$ cat src/rtl/kss_pkg.sv
package kss_pkg;
  typedef enum logic [1:0] {
    ST_ADDR = 2'd0,
    ST_WR   = 2'd1,
    ST_RD   = 2'd2,
    ST_SKIP = 2'd3
  } kss_state_e;
endpackage

$ cat src/rtl/kss_sync.sv
module kss_sync #(
  parameter int W      = 3,
  parameter int STAGES = 2
) (
  input  logic         clk_i,
  input  logic         rst_ni,
  input  logic [W-1:0] d_i,
  output logic [W-1:0] q_o
);
  logic [W-1:0] stg_q [STAGES];

  always_ff @(posedge clk_i or negedge rst_ni) begin
    if (!rst_ni) begin
      for (int i = 0; i < STAGES; i++) stg_q[i] <= '0;
    end else begin
      stg_q[0] <= d_i;
      for (int i = 1; i < STAGES; i++) stg_q[i] <= stg_q[i-1];
    end
  end

  assign q_o = stg_q[STAGES-1];
endmodule

$ cat src/rtl/kss_frame.sv
module kss_frame
  import kss_pkg::*;
#(
  parameter int               ADDR_W  = 8,
  parameter int               WR_W    = 16,
  parameter int               RD_W    = 30,
  parameter logic [ADDR_W-1:0] WR_ADDR = 8'h62,
  parameter logic [ADDR_W-1:0] RD_ADDR = 8'h63
) (
  input  logic            clk_i,
  input  logic            rst_ni,
  input  logic            ce_s_i,
  input  logic            sclk_s_i,
  input  logic            sdi_s_i,
  input  logic [RD_W-1:0] key_data_i,
  input  logic            key_ready_i,
  output logic            wr_load_o,
  output logic [WR_W-1:0] wr_data_o,
  output logic            rd_done_o,
  output logic            sdo_pull_o
);
  localparam int AC_W = $clog2(ADDR_W + 1);
  localparam int WC_W = $clog2(WR_W + 1);

  kss_state_e      st_q;
  logic            ce_d_q, sclk_d_q;
  logic [ADDR_W-1:0] a_sh_q;
  logic [AC_W-1:0] a_cnt_q;
  logic [WR_W-1:0] w_sh_q;
  logic [WC_W-1:0] w_cnt_q;
  logic [RD_W-1:0] r_sh_q;
  logic            req_q, wr_load_q, rd_done_q;

  logic ce_rise, ce_fall, sclk_rise, sclk_fall, addr_full, rd_end;
  assign ce_rise   = ce_s_i & ~ce_d_q;
  assign ce_fall   = ~ce_s_i & ce_d_q;
  assign sclk_rise = sclk_s_i & ~sclk_d_q;
  assign sclk_fall = ~sclk_s_i & sclk_d_q;
  assign addr_full = (a_cnt_q == AC_W'(ADDR_W));
  assign rd_end    = ce_fall && (st_q == ST_RD);

  always_ff @(posedge clk_i or negedge rst_ni) begin
    if (!rst_ni) begin
      ce_d_q   <= 1'b0;
      sclk_d_q <= 1'b0;
    end else begin
      ce_d_q   <= ce_s_i;
      sclk_d_q <= sclk_s_i;
    end
  end

  always_ff @(posedge clk_i or negedge rst_ni) begin
    if (!rst_ni) begin
      st_q      <= ST_ADDR;
      a_sh_q    <= '0;
      a_cnt_q   <= '0;
      w_sh_q    <= '0;
      w_cnt_q   <= '0;
      r_sh_q    <= '0;
      wr_load_q <= 1'b0;
      rd_done_q <= 1'b0;
    end else begin
      wr_load_q <= 1'b0;
      rd_done_q <= 1'b0;
      if (ce_fall) begin
        st_q    <= ST_ADDR;
        a_cnt_q <= '0;
        if (st_q == ST_RD) rd_done_q <= 1'b1;
      end else if (ce_rise) begin
        if (addr_full && a_sh_q == WR_ADDR) begin
          st_q    <= ST_WR;
          w_cnt_q <= '0;
        end else if (addr_full && a_sh_q == RD_ADDR) begin
          st_q   <= ST_RD;
          r_sh_q <= key_data_i;
        end else begin
          st_q <= ST_SKIP;
        end
      end else begin
        case (st_q)
          ST_ADDR: if (sclk_rise) begin
            // lsb first: newest bit enters at the top
            a_sh_q <= {sdi_s_i, a_sh_q[ADDR_W-1:1]};
            if (!addr_full) a_cnt_q <= a_cnt_q + 1'b1;
          end
          ST_WR: if (sclk_rise && w_cnt_q != WC_W'(WR_W)) begin
            w_sh_q  <= {sdi_s_i, w_sh_q[WR_W-1:1]};
            w_cnt_q <= w_cnt_q + 1'b1;
            if (w_cnt_q == WC_W'(WR_W - 1)) wr_load_q <= 1'b1;
          end
          ST_RD: if (sclk_fall) r_sh_q <= {1'b0, r_sh_q[RD_W-1:1]};
          default: ;
        endcase
      end
    end
  end

  always_ff @(posedge clk_i or negedge rst_ni) begin
    if (!rst_ni)          req_q <= 1'b0;
    else if (key_ready_i) req_q <= 1'b1;
    else if (rd_end)      req_q <= 1'b0;
  end

  always_comb begin
    case (st_q)
      ST_ADDR: sdo_pull_o = req_q;
      ST_RD:   sdo_pull_o = ~r_sh_q[0];
      default: sdo_pull_o = 1'b0;
    endcase
  end

  assign wr_load_o = wr_load_q;
  assign wr_data_o = w_sh_q;
  assign rd_done_o = rd_done_q;


  rd_clr_chk: assert property (@(posedge clk_i) disable iff (!rst_ni)
    (rd_done_q && !key_ready_i && !$past(key_ready_i)) |-> !req_q);


  req_src_chk: assert property (@(posedge clk_i) disable iff (!rst_ni)
    $rose(req_q) |-> $past(key_ready_i));


  wcnt_bound_chk: assert property (@(posedge clk_i) disable iff (!rst_ni)
    (w_cnt_q <= WC_W'(WR_W)));
endmodule

$ cat src/rtl/kss_ctrl_reg.sv
module kss_ctrl_reg #(
  parameter int WR_W  = 16,
  parameter int KC_N  = 6,
  parameter int PC_N  = 4,
  parameter int KP_N  = 2,
  parameter int GAP_N = 2
) (
  input  logic            clk_i,
  input  logic            rst_ni,
  input  logic            load_i,
  input  logic [WR_W-1:0] data_i,
  output logic [KC_N-1:0] kc_o,
  output logic [PC_N-1:0] pc_o,
  output logic [KP_N-1:0] kp_o
);
  localparam int KC_LSB = 0;
  localparam int PC_LSB = KC_LSB + KC_N + GAP_N;
  localparam int KP_LSB = PC_LSB + PC_N + GAP_N;
  localparam int CT_W   = KC_N + PC_N + KP_N;

  logic [CT_W-1:0] ctrl_q;

  always_ff @(posedge clk_i or negedge rst_ni) begin
    if (!rst_ni)     ctrl_q <= '0;
    else if (load_i) ctrl_q <= {data_i[KP_LSB +: KP_N],
                                data_i[PC_LSB +: PC_N],
                                data_i[KC_LSB +: KC_N]};
  end

  assign kc_o = ctrl_q[0 +: KC_N];
  assign pc_o = ctrl_q[KC_N +: PC_N];
  assign kp_o = ctrl_q[KC_N + PC_N +: KP_N];


  ctrl_upd_chk: assert property (@(posedge clk_i) disable iff (!rst_ni)
    (ctrl_q != $past(ctrl_q)) |-> $past(load_i));
endmodule

$ cat src/rtl/kss_serial_slave.sv
module kss_serial_slave #(
  parameter int               ADDR_W      = 8,
  parameter int               KC_N        = 6,
  parameter int               PC_N        = 4,
  parameter int               KP_N        = 2,
  parameter int               GAP_N       = 2,
  parameter int               RD_W        = 30,
  parameter int               SYNC_STAGES = 2,
  parameter logic [ADDR_W-1:0] WR_ADDR    = 8'h62,
  parameter logic [ADDR_W-1:0] RD_ADDR    = 8'h63
) (
  input  logic            clk_i,
  input  logic            rst_ni,
  input  logic            ce_i,
  input  logic            sclk_i,
  input  logic            sdi_i,
  output logic            sdo_pull_o,
  input  logic [RD_W-1:0] key_data_i,
  input  logic            key_ready_i,
  output logic            rd_done_o,
  output logic [KC_N-1:0] kc_o,
  output logic [PC_N-1:0] pc_o,
  output logic [KP_N-1:0] kp_o
);
  localparam int WR_W = KC_N + PC_N + KP_N + 2 * GAP_N;

  logic [2:0]      ser_s;
  logic            wr_load;
  logic [WR_W-1:0] wr_data;

  kss_sync #(.W(3), .STAGES(SYNC_STAGES)) u_sync (
    .clk_i  (clk_i),
    .rst_ni (rst_ni),
    .d_i    ({ce_i, sclk_i, sdi_i}),
    .q_o    (ser_s)
  );

  kss_frame #(
    .ADDR_W (ADDR_W),
    .WR_W   (WR_W),
    .RD_W   (RD_W),
    .WR_ADDR(WR_ADDR),
    .RD_ADDR(RD_ADDR)
  ) u_frame (
    .clk_i      (clk_i),
    .rst_ni     (rst_ni),
    .ce_s_i     (ser_s[2]),
    .sclk_s_i   (ser_s[1]),
    .sdi_s_i    (ser_s[0]),
    .key_data_i (key_data_i),
    .key_ready_i(key_ready_i),
    .wr_load_o  (wr_load),
    .wr_data_o  (wr_data),
    .rd_done_o  (rd_done_o),
    .sdo_pull_o (sdo_pull_o)
  );

  kss_ctrl_reg #(
    .WR_W (WR_W),
    .KC_N (KC_N),
    .PC_N (PC_N),
    .KP_N (KP_N),
    .GAP_N(GAP_N)
  ) u_ctrl (
    .clk_i (clk_i),
    .rst_ni(rst_ni),
    .load_i(wr_load),
    .data_i(wr_data),
    .kc_o  (kc_o),
    .pc_o  (pc_o),
    .kp_o  (kp_o)
  );


  ce_hi_quiet_chk: assert property (@(posedge clk_i) disable iff (!rst_ni)
    (ser_s[2] && $past(ser_s[2]) && $past(ser_s[2], 2) && !u_frame.rd_end
     && u_frame.st_q != kss_pkg::ST_RD) |-> !sdo_pull_o);
endmodule

$ cat config.mk
export PLATFORM = sky130hd
export DESIGN_NAME = kss_serial_slave
export DESIGN_NICKNAME = d
export VERILOG_FILES = /design/src/rtl/kss_pkg.sv /design/src/rtl/kss_sync.sv /design/src/rtl/kss_frame.sv /design/src/rtl/kss_ctrl_reg.sv /design/src/rtl/kss_serial_slave.sv
export SDC_FILE = /design/constraint.sdc
export NUM_CORES = 1
export LEC_CHECK = 0
export BUFFER_PORTS_ARGS = -buffer_cell sky130_fd_sc_hd__buf_2
export CORE_ASPECT_RATIO = 0.8
export CORE_MARGIN = 2
export CORE_UTILIZATION = 58
export DETAILED_ROUTE_END_ITERATION = 8
export GPL_TIMING_DRIVEN = 0
export PLACE_DENSITY = 0.8
export SLEW_MARGIN = 20
export SYNTH_ARGS = -nofsm -noshare
export SYNTH_HDL_FRONTEND = slang
export SYNTH_SLANG_ARGS = --single-unit
$ cat constraint.sdc
create_clock -name clk_i -period 2.6 [get_ports clk_i]
set_clock_uncertainty 0.2 [all_clocks]
set_input_delay 0.13 -clock clk_i [delete_from_list [all_inputs] [get_ports clk_i]]
set_output_delay 0.13 -clock clk_i [all_outputs]
set_load 0.01 [all_outputs]
; ---- After elaboration in Yosys (flattened, before gate mapping)
; Index checks and enable logic that the tools add are counted.
[word_totals]
ff_bits = 88
latchBits = 0
ram_bits = 0
romBits = 0
input_bits = 36
output_inout_bits = 14
word_cells = 85
n_memories = 0
[classes]
addsub = 2
n_mul = 0
n_div = 0
n_lt_le_gt_ge = 0
eq_ne = 12
shifts = 0
mux = 28
bitwise = 11
reduce_logical = 18
[ops]
columns = op, n
row1 = 30-bit two-way mux, 5
row2 = 4-bit two-way mux, 5
row3 = 5-bit two-way mux, 4
row4 = "8-bit by 7-bit equality test with 1-bit output, second input constant", 2
row5 = 4-bit AND reduction, 4
row6 = 2-bit nonzero test, 8
row7 = 1-bit two-way mux, 10
row8 = "2-bit != test, second input constant", 4
row9 = 1-bit inverter, 7
row10 = 2-bit two-way mux, 3
row11 = "5-bit by 1-bit adder with 5-bit output, second input constant", 1
row12 = "5-bit by 4-bit equality test with 1-bit output, second input constant", 1
row13 = "5-bit != test, second input constant", 1
row14 = 5-bit AND reduction, 1
row15 = "4-bit by 1-bit adder with 4-bit output, second input constant", 1
row16 = 1-bit AND, 4
row17 = "4-bit equality test, second input constant", 1
row18 = 1-bit logical AND, 4
row19 = "2-bit by 1-bit equality test with 1-bit output, second input constant", 1
row20 = "2-bit equality test, second input constant", 1
row21 = 2-bit logical NOT, 1
row22 = "2-bit by 1-bit != test with 1-bit output, second input constant", 1
row23 = 1-bit one-hot mux with 2 select lines, 1

; ---- Depth between registers and ports, before layout
; Gate-level depths: netlist of the first run.
[logic_depth]
word_depth = 7
ltp_mapped = 7
ltp_nobuf = 6

; ---- Hierarchy
; Synthesis of the first run repeated with hierarchy kept, for this count alone.
[hier_totals]
hier_cells = 272
hier_area_um2 = 4160.2
[modules_own_cells]
columns = mod, n_inst, cells_per_inst, area_per_inst_um2, seq_area_each_um2
row1 = kss_frame, 1, 238, 3503.4, 1751.7
row2 = kss_ctrl_reg, 1, 25, 484.2, 300.3
row3 = kss_sync, 1, 9, 172.7, 150.1

; ---- Worst setup path before layout of the first run
; Ideal clock, no wire load.
[synth_path]
path_type = flip-flop to flip-flop
start = register u_frame.ce_d_q
end = register u_frame.r_sh_q[21]
t_arrival_ns = 1.899
required_time_ns = 2.275
slack_ns = 0.376
stages_incl_launch_ff = 7
path_buffers = 2
period_less_slack_ns = 2.224
cell_sequence = dfrtp_1 > inv_1 > ha_1 > clkbuf_1 > clkbuf_1 > mux2_2 > mux2_4
[synth_between]
elab_chain_cells = 4
[synth_lines]
columns = item, line_no
row1 = start: declaration, kss_frame.sv:26  ; logic ce_d_q, sclk_d_q;
row2 = start signal: assignment, kss_frame.sv:47  ; ce_d_q <= ce_s_i;
row3 = 1-bit inverter, kss_frame.sv:35  ; assign ce_rise = ce_s_i & ~ce_d_q;
row4 = 1-bit AND, kss_frame.sv:35
row5 = 2-bit != test (no source line) or 2-bit nonzero test (tied branches), -
row6 = 5-bit AND reduction (no source line), -
row7 = end signal: assignment, kss_frame.sv:75  ; r_sh_q <= key_data_i;
row8 = end signal: assignment, kss_frame.sv:91  ; ST_RD: if (sclk_fall) r_sh_q <= {1'b0, r_sh_q[RD_W-1:1]};
row9 = end: declaration, kss_frame.sv:31  ; logic [RD_W-1:0] r_sh_q;
; Parallel ways exist; a longest one is shown, timed or not.
; A chain may end at the register's enable or synchronous reset.

; ---- Worst setup path after layout of the first run
[layout_path]
start = register u_frame.a_cnt_q[0]
end = register u_frame.r_sh_q[13]
[layout_between]
elab_chain_cells = 4
[layout_lines]
columns = item, line_no
row1 = start: declaration, kss_frame.sv:28  ; logic [AC_W-1:0] a_cnt_q;
row2 = start signal: assignment, kss_frame.sv:84  ; if (!addr_full) a_cnt_q <= a_cnt_q + 1'b1;
row3 = 4-bit equality test *, kss_frame.sv:39  ; assign addr_full = (a_cnt_q == AC_W'(ADDR_W));
row4 = 1-bit logical AND (on tied branches), "kss_frame.sv:70, kss_frame.sv:73"
row5 = 2-bit != test (no source line), -
row6 = 5-bit AND reduction (no source line) *, -
; Mark *: on every way between the ends. The rest lies on a longest branch, timed or not.

==> key figures, run 1 <==
Detailed routing
  – Post-DR wirelength/cell: 16.2 um
  – Detailed router's first-iteration violation count: 87
  – Via-to-Cell Ratio: 5.43
  – Initial DRT Pass Iterations: 4
  – Via count: 2545
  – Drt total wl: 7.58 mm
  – Post-route DRC: 0
  – Antenna-violating nets left: 0

Floorplan
  – Chip height: 78.5 um
  – Die W: 97.1 um
  – Die footprint: 7620 um2
  – Site row count: 27
  – Core area: 6790 um2
  – Initial core utilization: 0.592
  – IO Pins: 50

Timing
  – TNS Setup: 0 ns
  – Final Setup Violations: 0
  – RSZ-0062 raised after global routing: false
  – Worst Tran Pin Value: 0.715 ns
  – Final setup margin: 0.198 ns
  – Max Slew Vio Count: 0
  – Final period util: 0.924
  – FMAX: 0.416 GHz
  – Final Critical Period: 2.40 ns
  – Slew headroom: 0.516
  – Final Hold Vio Count: 0

Synth
  – Post-synth EDFFs: 0
  – Yosys top cell area share: 0.547
  – Area contributors post-synth: dfrtp_1, mux2_2, mux2_4
  – Post-synth ARST share: 1.00
  – Synth warnings: 0
  – Synth unique cells: 36
  – Seq/Total Area, Yosys: 0.547
  – Cell taking the most area after synthesis: dfrtp_1
  – Cell count after synthesis: 281
  – Syn Nets: 325
  – Synthesis-stage register bit count: 88
  – Syn Area/Cell: 14.3 um2
  – Mapped cell area: 4020 um2
  – Ys flop type: dfrtp_1

Final layout
  – Footprint of the multi-input gates: 1710 um2
  – # fillers: 435
  – Layout cells sized above 1: 0.437
  – Synthesis-to-finish area growth: 22.9%
  – Most frequent cells in the layout: dfrtp_1, mux2_2, buf_2
  – FF+latch area: 2200 um2
  – Final nets: 421
  – Cell Count, Final, Fillers Out: 469
  – Diodes inserted: 0
  – Most common cell after layout, fill and taps aside: dfrtp_1

Setup path
  – Crit path max fanout: 10
  – Crit path launch type: flop
  – Critical path class: flop to flop
  – R2R Setup Slk: 0.20 ns
  – CP Data Arrival Time: 2.46 ns
  – Setup crit end kind: flop
  – Worst path required time: 2.66 ns

Global routing
  – Vias in the first global route: 2571
  – Total Routing Usage GR: 0.213
  – Largest net degree at the start of global routing: 46
  – Initial antenna violation count: 0
  – First-pass GRT wire length: 12.5 mm
  – GR Overflow Total: 0

Power
  – Peak VDD IR: 0.535 mV
  – Leakage power: 2.54 nW
  – PwrDens: 687 nW/um2
  – Switch share: 0.274
  – Flop pwr share: 0.522
  – Clock share of power: 0.269
  – Total power: 3.40 mW
  – Psw: 929 uW
  – Int Power: 2.47 mW
  – Comb power frac: 0.209

Clock network
  – Clk sinks: 88
  – CTS tree: yes
  – H-tree depth: 3
  – Clk_lat worst skew: 0.37 ns
  – Clk root buf: clkbuf_8
  – Total CTS buffers: 9
  – Worst-path clk slew: 0.10 ns
  – Clk buf depth: 2

Placement
  – Inst Count DP: 418
  – RD Place Congestion: 0.771
  – Setup WS pre-CTS: -0.0575 ns
  – PortBufs: 49
  – DP HPWL: 4.92 mm

Run
  – Max capacitance violation total: 0

Min path
  – Hold WC Path Type: input pin to asynchronous set/reset pin

Outcome
  – Status: completed
[metal layers]
metal / share of wire / global-route usage
met2: 0.49 / 0.342
met4: 0.018 / 0.0972
met3: 0.041 / 0.0552
met1: 0.45 / 0.274
met5: 0 / 0
[Yosys cell counts (2+ instances only)]
library cell / instances
dfrtp_1: 88
mux2_2: 64
mux2_4: 28
inv_1: 11
nand2_1: 11
ha_1: 8
o21ai_0: 8
mux2i_1: 7
nor2_1: 6
clkbuf_1: 5
nand3b_1: 4
nand4_1: 4
and3_1: 3
buf_6: 3
nand3_1: 3
nor3_1: 3
a21oi_1: 2
a22o_1: 2
buf_1: 2
nor2b_1: 2
o31ai_1: 2
[what timing repair did]
item | 4_1_cts | 5_1_grt
endpoints found under the setup margin | 20 | 22
pin swaps | 0 | 0
gates cloned | 0 | 0
setup buffers | 0 | 0
hold buffers | 35 | 0
gates resized for setup | 2 | 2
endpoints found under the hold margin | 78 | 0
[registers in the layout, indices dropped and copies added, names as in the netlist, 3 cells and up]
| signal | count |
|---|---|
| u_frame.r_sh_q | 30 |
| u_frame.wr_data_o | 16 |
| u_ctrl.ctrl_q | 12 |
| u_frame.a_sh_q | 8 |
| u_frame.w_cnt_q | 5 |
| u_frame.a_cnt_q | 4 |
| u_sync.q_o | 3 |
| u_sync.stg_q | 3 |
[power groups by stage]
stage	Clock, mW	Combinational, mW	Sequential (mW)
after floorplan	0	0.530	1.74
after global placement	0	0.623	1.78
after detailed placement	0	0.664	1.79
after CTS	0.939	0.710	1.77
after global routing	0.989	0.775	1.80
final	0.915	0.709	1.77
[path summary, 6_finish.rpt]
path	from	endpoint	cells after the start
max	u_frame.a_cnt_q[0]	u_frame.r_sh_q[13]	7
min	rst_ni	u_ctrl.ctrl_q[2]	2
max reg2reg	u_frame.a_cnt_q[0]	u_frame.r_sh_q[13]	7
min reg2reg	u_sync.stg_q[3]	u_sync.q_o[0]	0
max in group asynchronous	rst_ni	u_frame.a_sh_q[6]	3
min in group clk_i	u_sync.stg_q[3]	u_sync.q_o[0]	0
[area by class of cell]
| class | instances | share of cell area |
|---|---|---|
| Inverter | 11 | 0.00835 |
| Buffer | 11 | 0.0139 |
| Tap cell | 87 | 0.0220 |
| Sequential cell | 88 | 0.446 |
| Clock inverter | 6 | 0.0104 |
| Multi-Input combinational cell | 171 | 0.347 |
| Clock buffer | 10 | 0.0278 |
| Timing Repair Buffer | 85 | 0.125 |
[kinds of logic (layout without fill, tap and decap cells)]
kind of cell	after synthesis	count (layout)	share of synthesized area
flops	88	88	0.547
compound gates	22	22	0.0417
buf+inv	22	123	0.0264
simple gates	42	42	0.0585
fa+ha+maj	8	8	0.0249
mux	99	99	0.301
[through the flow]
step / utilization / hold slack, ns / area (um2)
2_1_floorplan: - / -0.366 / 4020
3_3_place_gp: 0.645 / 0.0376 / 4380
4_1_cts: 0.728 / 0.0993 / 4940
5_1_grt: 0.728 / 0.146 / 4940
6_report: 0.728 / 0.101 / 4940
3_5_place_dp: 0.648 / -0.0280 / 4400
[critical path, cell delays in order (launching register included)]
cell	delay [ns]
dfrtp_1	0.45
inv_1	0.08
ha_1	0.19
nand3b_1	0.17
or2_1	0.30
o32a_4	0.41
buf_6	0.17
mux2_4	0.31
Power figures use the tool's default switching activity.
==> run 2, diff against run 1 <==
--- a/config.mk
+++ b/config.mk
@@ -7,7 +7,7 @@
 export LEC_CHECK = 0
 export BUFFER_PORTS_ARGS = -buffer_cell sky130_fd_sc_hd__buf_2
 export CORE_ASPECT_RATIO = 0.8
-export CORE_MARGIN = 2
+export CORE_MARGIN = 5
 export CORE_UTILIZATION = 58
 export DETAILED_ROUTE_END_ITERATION = 8
 export GPL_TIMING_DRIVEN = 0
==> run 2 against run 1 <==
Compared with the run above:
- sequential share of layout area fell by 0.21 points
- fmax shrank 2.5%
- flip-flop and latch count is the same
- global-route usage fell by 1.9 points
- via count up 1.8%
- critical path depth shrank 1
- critical endpoint is now u_frame.r_sh_q[11]
- clock power grew 5.8%
- non-clock buffer count unchanged
- count of clock-buffer cells in the layout stayed put
- core utilization about the same
==> key figures, run 2 (same netlist as run 1, synthesis figures left out) <==
Outcome
  – Status: completed (unchanged)

Placement
  – RD Place Congestion: 0.868 (was 0.771)
  – Setup WS pre-CTS: -0.0212 ns (was -0.0575 ns)
  – Placed instance area: 4410 um2 (was 4400 um2)
  – PortBufs: 49 (unchanged)
  – DP HPWL: 5.10 mm (was 4.92 mm)

Floorplan
  – Site row count: 27 (unchanged)
  – Core area: 6820 um2 (was 6790 um2)
  – Die footprint: 8710 um2 (was 7620 um2)
  – Die W: 103 um (was 97.1 um)
  – Chip height: 84.5 um (was 78.5 um)
  – IO Pins: 50 (unchanged)
  – Initial core utilization: 0.589 (was 0.592)

Timing
  – Final setup margin: 0.137 ns (was 0.198 ns)
  – Final Setup Violations: 0 (unchanged)
  – Worst Tran Pin Value: 0.833 ns (was 0.715 ns)
  – Slew headroom: 0.437 (was 0.516)
  – Hold Slack: 0.0790 ns (was 0.101 ns)
  – Max Slew Vio Count: 0 (unchanged)
  – Final Hold Vio Count: 0 (unchanged)
  – Final Critical Period: 2.46 ns (was 2.40 ns)
  – RSZ-0062 raised after global routing: false (unchanged)
  – FMAX: 0.406 GHz (was 0.416 GHz)
  – Final period util: 0.947 (was 0.924)

Final layout
  – Final instance area: 4970 um2 (was 4940 um2)
  – Synthesis-to-finish area growth: 23.5% (was 22.9%)
  – Final nets: 421 (unchanged)
  – Largest register FFs: 30 (unchanged)
  – Most frequent cells in the layout: dfrtp_1, mux2_2, buf_2 (unchanged)
  – Reg with most FFs: u_frame.r_sh_q (unchanged)
  – Layout cells sized above 1: 0.435 (was 0.437)
  – Most common cell after layout, fill and taps aside: dfrtp_1 (unchanged)

Clock network
  – Clk_lat worst skew: 0.36 ns (was 0.37 ns)
  – Post-CTS setup buffer count: 0 (unchanged)
  – Total CTS buffers: 9 (unchanged)
  – Clk buf depth: 2 (unchanged)
  – Worst-path clk slew: 0.09 ns (was 0.10 ns)
  – CTS tree: yes (unchanged)
  – Clk sinks: 88 (unchanged)
  – Clk root buf: clkbuf_8 (unchanged)
  – H-tree depth: 3 (unchanged)

Detailed routing
  – Post-DR wirelength/cell: 16.9 um (was 16.2 um)
  – Post-route DRC: 0 (unchanged)
  – Antenna-violating nets left: 0 (unchanged)
  – Via count: 2590 (was 2545)
  – Detailed router's first-iteration violation count: 112 (was 87)
  – Drt total wl: 7.93 mm (was 7.58 mm)
  – Initial DRT Pass Iterations: 4 (unchanged)
  – Via-to-Cell Ratio: 5.51 (was 5.43)

Setup path
  – CP bufs+invs: 3 (was 2)
  – Worst path required time: 2.64 ns (was 2.66 ns)
  – CP Data Arrival Time: 2.51 ns (was 2.46 ns)
  – CP cell instances: inv_1 -> ha_1 -> clkbuf_1 -> clkbuf_2 -> mux2_2 -> mux2_4 (was inv_1 -> ha_1 -> nand3b_1 -> or2_1 -> o32a_4 -> buf_6 -> mux2_4)
  – Critical path class: flop to flop (unchanged)
  – Crit path max fanout: 10 (unchanged)
  – CP max stage delay: 0.44 ns (was 0.45 ns)
  – CP max stage cell: clkbuf_1 (was dfrtp_1)
  – Top delay family on crit path: buffers and inverters (was simple AND/OR/NAND/NOR gates)
  – Crit path launch type: flop (unchanged)
  – Setup crit end kind: flop (unchanged)

Global routing
  – First-pass GRT wire length: 13.1 mm (was 12.5 mm)
  – Vias in the first global route: 2743 (was 2571)
  – Initial antenna violation count: 1 (was 0)
  – Total Routing Usage GR: 0.194 (was 0.213)
  – GR Overflow Total: 0 (unchanged)
  – Largest net degree at the start of global routing: 53 (was 46)

Run
  – Max capacitance violation total: 0 (unchanged)

Power
  – Peak VDD IR: 0.593 mV (was 0.535 mV)
  – Leakage power: 2.55 nW (was 2.54 nW)
  – PwrDens: 695 nW/um2 (was 687 nW/um2)

Min path
  – Hold WC Path Type: input pin to asynchronous set/reset pin (unchanged)
## run 2: cell count changes in the layout (fill, tap and decap cells not counted)
cell / previous run / this run
buf_16: 0 / 1
clkinvlp_4: 3 / 1
clkinv_4: 0 / 1
clkbuf_1: 2 / 4
bufinv_16: 0 / 1
buf_1: 2 / 1
clkbuf_8: 10 / 9
diode_2: 0 / 1
buf_12: 1 / 0
## run 2: final cells by class
| type | count | area [um2] |
|---|---|---|
| Sequential cell | 88 | 2200 |
| Buffer | 11 | 68.8 |
| Clock inverter | 6 | 75.1 |
| Tap cell | 87 | 109 |
| Timing Repair Buffer | 85 | 626 |
| Antenna cell | 1 | 2.50 |
| Multi-Input combinational cell | 171 | 1710 |
| Fill cell | 447 | 1860 |
| Inverter | 11 | 41.3 |
| Clock buffer | 10 | 128 |
## run 2: report_power, final
group / leakage, nW / internal (mW) / switching (mW)
combinational: 1.28 / 0.473 / 0.237
sequential: 1.17 / 1.61 / 0.167
clock: 0.0994 / 0.460 / 0.508
## run 2: repair_timing
action | in CTS | in global routing
resized for setup | 1 | 3
setup endpoints to repair | 10 | 12
hold buffers | 35 | 0
gates cloned | 0 | 0
hold endpoints to repair | 122 | 0
## run 2: routing by layer
metal  part of all wire  vias to the layer above  track usage
met5                  0                        -            0
met4              0.016                        0       0.0553
met3              0.057                       17       0.0573
met2               0.50                       78        0.313
met1               0.43                     1296        0.254
li1                   -                     1199            -
## run 2: stage by stage
stage                     total power [mW]  utilization  TNS, ns  instances
after global routing                  3.62        0.728        0        470
after floorplan                       2.27            -        0        281
after detailed placement              2.44        0.646  -0.0435        418
after CTS                             3.46        0.727        0        469
final                                 3.45        0.728        0        470
after global placement                2.40        0.641        0        417
## run 2: path summary, 6_finish.rpt
path,start,cells past startpoint,slack [ns],end
setup / recovery,u_frame.ce_d_q,6,0.14,u_frame.r_sh_q[11]
hold / removal,rst_ni,2,0.08,u_ctrl.ctrl_q[8]
setup reg to reg,u_frame.ce_d_q,6,0.14,u_frame.r_sh_q[11]
hold reg to reg,u_sync.stg_q[4],0,0.15,u_sync.q_o[1]
max in group asynchronous,rst_ni,3,1.50,u_frame.a_cnt_q[3]
min in group clk_i,u_sync.stg_q[4],0,0.15,u_sync.q_o[1]
